--- src/rtl/vref_pkg.sv ---
package vref_pkg;

  typedef enum logic [1:0] {
    PH_LAUNCH = 2'd0,
    PH_CHECK  = 2'd1,
    PH_CLEAR  = 2'd2
  } phase_e;

  function automatic phase_e phase_after(phase_e ph);
    case (ph)
      PH_LAUNCH: return PH_CHECK;
      PH_CHECK:  return PH_CLEAR;
      default:   return PH_LAUNCH;
    endcase
  endfunction

endpackage

--- src/rtl/vref_round_seq.sv ---
module vref_round_seq
  import vref_pkg::*;
(
  input  logic   clk,
  input  logic   rst_n,
  output phase_e phase_o,
  output logic   launch_o,
  output logic   check_o,
  output logic   clear_o
);

  phase_e phase_q;

  always_ff @(posedge clk or negedge rst_n) begin
    if (!rst_n) phase_q <= PH_LAUNCH;
    else        phase_q <= phase_after(phase_q);
  end

  assign phase_o  = phase_q;
  assign launch_o = (phase_q == PH_LAUNCH);
  assign check_o  = (phase_q == PH_CHECK);
  assign clear_o  = (phase_q == PH_CLEAR);

endmodule

--- src/rtl/vref_path_combiner.sv ---
module vref_path_combiner #(
  parameter int N_PATHS = 4
) (
  input  logic [N_PATHS-1:0] path_ok_i,
  output logic               all_ok_o
);

  always_comb begin
    all_ok_o = 1'b1;
    for (int i = 0; i < N_PATHS; i++) begin
      all_ok_o = all_ok_o & path_ok_i[i];
    end
  end

endmodule

--- src/rtl/vref_level_reg.sv ---
module vref_level_reg #(
  parameter int CODE_W = 2
) (
  input  logic              clk,
  input  logic              rst_n,
  input  logic              decide_i,
  input  logic              pass_i,
  output logic [CODE_W-1:0] level_o,
  output logic              locked_o
);

  localparam logic [CODE_W-1:0] LVL_TOP = {CODE_W{1'b1}};

  function automatic logic [CODE_W-1:0] level_step(logic [CODE_W-1:0] lv, logic ok);
    if (ok || lv == LVL_TOP) return lv;
    return lv + CODE_W'(1);
  endfunction

  logic [CODE_W-1:0] level_q;
  logic              locked_q;

  always_ff @(posedge clk or negedge rst_n) begin
    if (!rst_n) begin
      level_q  <= '0;
      locked_q <= 1'b0;
    end else if (decide_i) begin
      level_q <= level_step(level_q, pass_i);
      if (pass_i) locked_q <= 1'b1;
    end
  end

  assign level_o  = level_q;
  assign locked_o = locked_q;

endmodule

--- src/rtl/vref_search_ctrl.sv ---
module vref_search_ctrl
  import vref_pkg::*;
#(
  parameter int N_PATHS = 4,
  parameter int CODE_W  = 2
) (
  input  logic               clk,
  input  logic               rst_n,
  input  logic [N_PATHS-1:0] path_ok_i,
  output logic               launch_o,
  output logic               clear_o,
  output logic [CODE_W-1:0]  level_o,
  output logic               locked_o
);

  phase_e phase;
  logic   in_check;
  logic   all_ok;

  vref_round_seq u_seq (
    .clk      (clk),
    .rst_n    (rst_n),
    .phase_o  (phase),
    .launch_o (launch_o),
    .check_o  (in_check),
    .clear_o  (clear_o)
  );

  vref_path_combiner #(.N_PATHS(N_PATHS)) u_comb (
    .path_ok_i (path_ok_i),
    .all_ok_o  (all_ok)
  );

  vref_level_reg #(.CODE_W(CODE_W)) u_lvl (
    .clk      (clk),
    .rst_n    (rst_n),
    .decide_i (in_check),
    .pass_i   (all_ok),
    .level_o  (level_o),
    .locked_o (locked_o)
  );

endmodule

--- config.mk ---
export PLATFORM = sky130hd
export DESIGN_NAME = vref_search_ctrl
export DESIGN_NICKNAME = d
export VERILOG_FILES = /design/src/rtl/vref_pkg.sv /design/src/rtl/vref_round_seq.sv /design/src/rtl/vref_path_combiner.sv /design/src/rtl/vref_level_reg.sv /design/src/rtl/vref_search_ctrl.sv
export SDC_FILE = /design/constraint.sdc
export NUM_CORES = 1
export LEC_CHECK = 0
export ABC_AREA = 1
export CAP_MARGIN = 20
export CORE_AREA = 2 2 39 41
export CTS_CLUSTER_SIZE = 28
export DETAILED_ROUTE_END_ITERATION = 10
export DIE_AREA = 0 0 41 43
export PLACE_DENSITY = 0.47
export SLEW_MARGIN = 10
export SYNTH_ARGS = -nofsm -noshare
export SYNTH_HDL_FRONTEND = slang
export SYNTH_SLANG_ARGS = --single-unit
--- constraint.sdc ---
create_clock -name clk -period 1.74 [get_ports clk]
set_input_delay 0.348 -clock clk [delete_from_list [all_inputs] [get_ports clk]]
set_output_delay 0.348 -clock clk [all_outputs]
set_load 0.03 [all_outputs]
# Word-level counts from Yosys, hierarchy flattened
# Cells that the tools add are included.
[op_classes]
add_sub_neg = 1
n_eq_ne = 4
muxes = 4
n_bitwise = 3
reduce_logical = 4
[op_table]
columns = ["cell", "n"]
rows = [
  ["== test 2 bit (second input constant)", 2],
  ["case mux 2 bit (2 select lines)", 1],
  ["AND reduction 2 bit", 2],
  ["AND 1 bit", 3],
  ["adder 2 x 1 -> 2 bit (second input constant)", 1],
  ["== test 2 x 1 -> 1 bit (second input constant)", 1],
  ["logical NOT 2 bit", 1],
  ["two-way mux 1 bit", 2],
  ["two-way mux 2 bit", 1],
  ["inequality test 2 bit (second input constant)", 1],
  ["logical OR 1 bit", 1],
]
[word_totals]
reg_bits = 5
in_bits = 6
out_inout_bits = 5
elab_cells = 19

# Longest topological paths before layout
# Gate-level depths: netlist of the first run.
[depth]
word_depth = 8
mapped_depth = 6
ltp_nobuf = 6

# Modules after synthesis
# From an unflattened synthesis of the first run, not the netlist that was laid out.
[hier_totals]
cells_unflattened = 24
area_unflattened_um2 = 214.0
[modules_own_cells]
columns = ["module", "instances", "cells_per_inst", "area_per_inst_um2", "seq_area_each_um2"]
rows = [
  ["vref_level_reg", 1, 14, 133.9, 75.1],
  ["vref_round_seq", 1, 7, 68.8, 50.0],
  ["vref_path_combiner", 1, 3, 11.3, 0.0],
]

# Least setup slack after synthesis of the first run
# Ideal clock, no wire load.
[synth_path]
kind = "register -> output"
from = "reg u_seq.phase_q[0], in the netlist u_seq.phase_o[0]"
to = "out launch_o"
arrival_time_ps = 816
t_required_ps = 1392
setup_slack_ps = 576
path_stages_with_launch = 2
path_buffers = 0
path_cell_list = "dfrtp_1 -> nor2_1"
[synth_via]
elab_chain_cells = 1
[synth_lines]
columns = ["item", "line", "source"]
rows = [
  ["start, declared", "vref_round_seq.sv:12", "phase_e phase_q;"],
  ["start signal, assigned", "vref_round_seq.sv:16", "else phase_q <= phase_after(phase_q);"],
  ["logical NOT 2 bit", "vref_round_seq.sv:20", "assign launch_o = (phase_q == PH_LAUNCH);"],
  ["end, declared", "vref_search_ctrl.sv:10", "output logic launch_o,"],
]
# No other way between the ends.

# Worst setup path after layout of the first run
[layout_path]
from = "reg u_lvl.level_q[0], in the netlist u_lvl.level_o[0]"
to = "out level_o[0]"
[layout_lines]
columns = ["item", "line", "source"]
rows = [
  ["start, declared", "vref_level_reg.sv:19", "logic [CODE_W-1:0] level_q;"],
  ["start signal, assigned", "vref_level_reg.sv:27", "level_q <= level_step(level_q, pass_i);"],
  ["end, declared", "vref_search_ctrl.sv:12", "output logic [CODE_W-1:0] level_o,"],
]
# No word-level cell between the ends.

==> summary.txt, run 1 <==
CORE AREA: 1380 µm²
post-CTS setup buffers: 0
gr ovfl total: 0
vias in the first global route: 213
layout net count: 48
Slew headroom: 79.6%
combinational power share: 41.8%
FF+latch count, synth: 5
clk sink count: 5
Syn Nets: 33
Post-Layout Inst Area: 369 µm²
DR DRC count: 0
Via density: 3.70
share of layout cells above drive strength 1: 15.0%
H-tree depth reported by CTS: 1
CP bufs+invs: 1
TritonCTS Buffers: 3
Synth area leader: dfrtp_1
Worst setup SP type: flop
critical path cell sequence: clkdlybuf4s50_1
Reg clk slew, reported paths: 0.05 ns
Crit path max-delay family: buffers and inverters
Period minus WS final: 1.66 ns
Setup crit end kind: primary output
FF-to-FF path depth: 5
initial antenna violation count: 0
Net Sw Power: 193 µW
final hold vios: 0
required time of the critical path: 1.39 ns
total wire length: 423 µm
CTS max path bufs: 2
WS Path Type: flop to primary output
dpl cell area: 344 µm²
sequential power share: 32.8%
final setup fails: 0
Final Cycle Share: 95.5%
Setup TNS: 0 ns
critical-path maximum fanout: 4
routability cong.: 0.657
CTS tree: yes
Diodes inserted: 0
Routed Antenna Nets: 0
clk_skew: 0.00639 ns
Starting DRT DRC Count: 2
fraction of the yosys area taken by sequential cells: 55.9%
FF-to-FF Start: u_lvl.level_o[0]
post-synth top area share: 55.9%
Min-Delay Path Class: input port to asynchronous set/reset pin
Wirelength per Cell: 7.55 µm
total global-route track usage: 6.96%
slowest CP cell: clkdlybuf4s50_1
Yosys warning total: 0
Pre-antenna DRT Iters: 2
detailed-route via count: 207
CTS Root Cell: clkbuf_4
most frequent cells in the layout: nand2_1, clkdlybuf4s50_1, inv_1, dfrtp_1, clkbuf_4
die height: 43 µm
hpwl dp: 362 µm
synthesized area per cell: 8.61 µm²
CP arrival: 1.31 ns
Pint: 329 µW
f_max: 602 MHz
Max Slew Vio Count: 0
Area contributors post-synth: dfrtp_1, nand2_1, inv_1, ha_1, nand3_1
mapped cell area: 224 µm²
Die W: 41 µm
Area Overhead vs Synth: 64.8%
FP Rows: 14
Clock Latency Late Sink: 0.24 ns
Peak supply drop: 0.417 mV
Worst Tran Pin Value: 0.305 ns
clock share of power: 25.4%
fillcell total: 159
reg-to-reg endpoint: u_lvl.level_o[1]
I/O pins: 11
status: complete, no violations
Synth Instances: 26
leak pwr: 0.000197 µW
Switching Share: 36.9%
Crit path largest cell delay: 0.68 ns
DIE AREA: 1760 µm²
fin util: 26.7%
initial core utilization: 16.2%
first-pass GRT wire length: 765 µm
post-synthesis cell type count: 9
Port Buffers: 10
largest net degree at the start of global routing: 6
unrepaired setup endpoints after global routing: no
reg2reg setup slack: 0.68 ns
Power Density: 1410 nW/µm²
Max Cap Viol: 0
==> per-layer routing <==
metal	global-route usage (%)	routed length, µm
met1	6.19	182
met2	10.0	192
met3	6.28	48
met4	4.00	0
met5	0	0
==> how the worst max path moves through the flow <==
stage,startpoint,end,cells past startpoint
6_report,u_lvl.level_o[0],level_o[0],1
3_3_place_gp,u_seq.phase_o[0],launch_o,2
3_5_place_dp,u_seq.phase_o[0],launch_o,2
5_1_grt,u_lvl.level_o[0],level_o[0],1
4_1_cts,u_lvl.level_o[0],level_o[0],1
2_1_floorplan,u_seq.phase_o[0],launch_o,1
==> power groups by stage <==
stage / combinational [µW] / clock [µW] / sequential, µW
3_3_place_gp: 217 / 0 / 173
2_1_floorplan: 82.6 / 0 / 224
4_1_cts: 222 / 140 / 172
5_1_grt: 245 / 149 / 178
3_5_place_dp: 222 / 0 / 174
6_report: 218 / 132 / 171
==> timing repair <==
action,CTS,global route
hold buffers,0,0
gates resized for setup,2,0
endpoints found under the setup margin,2,0
==> final cells by class <==
cell class	count	area, µm²	share of cell area, %
Sequential cell	5	125	33.9
Timing Repair Buffer	10	97.6	26.4
Multi-Input combinational cell	16	80.1	21.7
Clock buffer	3	22.5	6.10
Tap cell	16	20.0	5.42
Inverter	5	18.8	5.08
Clock inverter	1	5.00	1.36
==> sequential cells by signal, indices dropped and copies added, names as in the netlist <==
name / count
u_lvl.locked_o: 1
u_seq.phase_o: 2
u_lvl.level_o: 2
==> through the flow <==
stage | hold WS (ns) | setup slack (ns) | std cells | power, µW
CTS | 0.326 | 0.0609 | 56 | 535
floorplan | 0.0524 | 0.576 | 26 | 307
detailed placement | 0.431 | 0.196 | 52 | 396
global placement | 0.430 | 0.210 | 52 | 390
finish | 0.329 | 0.0782 | 56 | 522
global route | 0.324 | 0.00733 | 56 | 572
==> cells by family (layout without fill, tap and decap cells) <==
family | after synthesis | in the layout | share of synthesized area [%]
simple gates | 14 | 14 | 26.8
flops | 5 | 5 | 55.9
buf+inv | 5 | 19 | 8.38
fa+ha+maj | 1 | 1 | 5.59
compound gates | 1 | 1 | 3.35
==> cell usage after synthesis (all sizes together) <==
master  instances
nor2            3
ha              1
inv             5
nand3           2
nand2           9
o21bai          1
dfrtp           5
No activity file was read; power rests on OpenSTA's default activity.
==> run 2, diff against run 1 <==
Settings changed: PLACE_DENSITY 0.47 to 0.45.
==> summary.txt, run 2 (synthesized netlist as in run 1, its figures left out) <==
status: complete, no violations
Final Cycle Share: 95.4%
Die W: 41 µm
Diodes inserted: 0
gr ovfl total: 0
largest net degree at the start of global routing: 6
TritonCTS Buffers: 3
hold_ws: 0.335 ns
Port Buffers: 10
clk sink count: 5
Slew headroom: 79.9%
slowest CP cell: clkdlybuf4s50_1
initial core utilization: 16.2%
CTS Root Cell: clkbuf_4
Starting DRT DRC Count: 4
Post-Layout Inst Area: 368 µm²
FP Rows: 14
leak pwr: 0.000194 µW
critical path cell sequence: clkdlybuf4s50_1
unrepaired setup endpoints after global routing: no
vias in the first global route: 164
Max Cap Viol: 0
Via density: 3.66
Wirelength per Cell: 7.52 µm
I/O pins: 11
H-tree depth reported by CTS: 1
CTS tree: yes
f_max: 603 MHz
DR DRC count: 0
Power Density: 1430 nW/µm²
Crit path max-delay family: buffers and inverters
Worst Tran Pin Value: 0.300 ns
DIE AREA: 1760 µm²
first-pass GRT wire length: 607 µm
Max Slew Vio Count: 0
critical-path maximum fanout: 4
Routed Antenna Nets: 0
WS Path Type: flop to primary output
post-CTS setup buffers: 0
most frequent cells in the layout: nand2_1, clkdlybuf4s50_1, inv_1, dfrtp_1, clkbuf_4
dpl cell area: 344 µm²
Min-Delay Path Class: input port to asynchronous set/reset pin
CORE AREA: 1380 µm²
clk_skew: 0.00337 ns
Setup TNS: 0 ns
Post-CTS Hold Buffers: 0
Worst setup SP type: flop
total wire length: 421 µm
Reg clk slew, reported paths: 0.04 ns
layout net count: 48
CTS max path bufs: 2
die height: 43 µm
Pre-antenna DRT Iters: 2
final hold vios: 0
FF-to-FF Start: u_lvl.level_o[0]
final setup fails: 0
Setup crit end kind: primary output
initial antenna violation count: 0
routability cong.: 0.720
CP startpoint: u_lvl.level_o[0]
Area Overhead vs Synth: 64.2%
CP bufs+invs: 1
hpwl dp: 356 µm
detailed-route via count: 205
CP arrival: 1.31 ns
Crit path largest cell delay: 0.69 ns
Peak supply drop: 0.278 mV
required time of the critical path: 1.39 ns
share of layout cells above drive strength 1: 12.5%
post-cts sizing count: 2
total global-route track usage: 5.34%
Clock Latency Late Sink: 0.24 ns
Period minus WS final: 1.66 ns
==> run 2: cell types whose count changed in the layout (fill, tap and decap cells not counted), sizes merged <==
cell,previous run,this run
clkbuf,3,4
clkinv,1,0
==> run 2: layout make-up <==
class / instances / area (µm²)
Inverter: 5 / 18.8
Fill cell: 162 / 1020
Tap cell: 16 / 20.0
Sequential cell: 5 / 125
Multi-Input combinational cell: 16 / 80.1
Timing Repair Buffer: 10 / 97.6
Clock buffer: 4 / 26.3
==> run 2: routing by layer <==
layer  vias up  share of wire [%]  GRT usage, %
met5         -                  0             0
met4         0                  0          6.00
met2         9                 41          5.31
met1        89                 50          7.79
met3         0                8.3          1.57
li1        107                  -             -
==> run 2: power by group <==
part	total, µW	switching (µW)	internal, µW
registers	172	25.8	146
logic	221	121	100
clock network	132	45.0	86.5
==> run 2: through the flow <==
step                cells  worst slack [ns]  total power [µW]  utilization, %
finish                 56            0.0805               524            26.6
global route           56            0.0323               567            26.6
CTS                    56            0.0658               533            26.6
detailed placement     52             0.202               398            24.9
global placement       52             0.211               390            24.9
floorplan              26             0.576               307               -
==> run 2: final timing paths <==
kind | to | slack [ns] | cells past startpoint
min in group clk | u_seq.phase_o[0] | 0.44 | 1
hold / removal | u_seq.phase_o[0] | 0.33 | 1
hold reg to reg | u_seq.phase_o[0] | 0.44 | 1
setup / recovery | level_o[0] | 0.08 | 1
setup reg to reg | u_lvl.level_o[1] | 0.66 | 5
max in group asynchronous | u_lvl.level_o[0] | 1.21 | 1
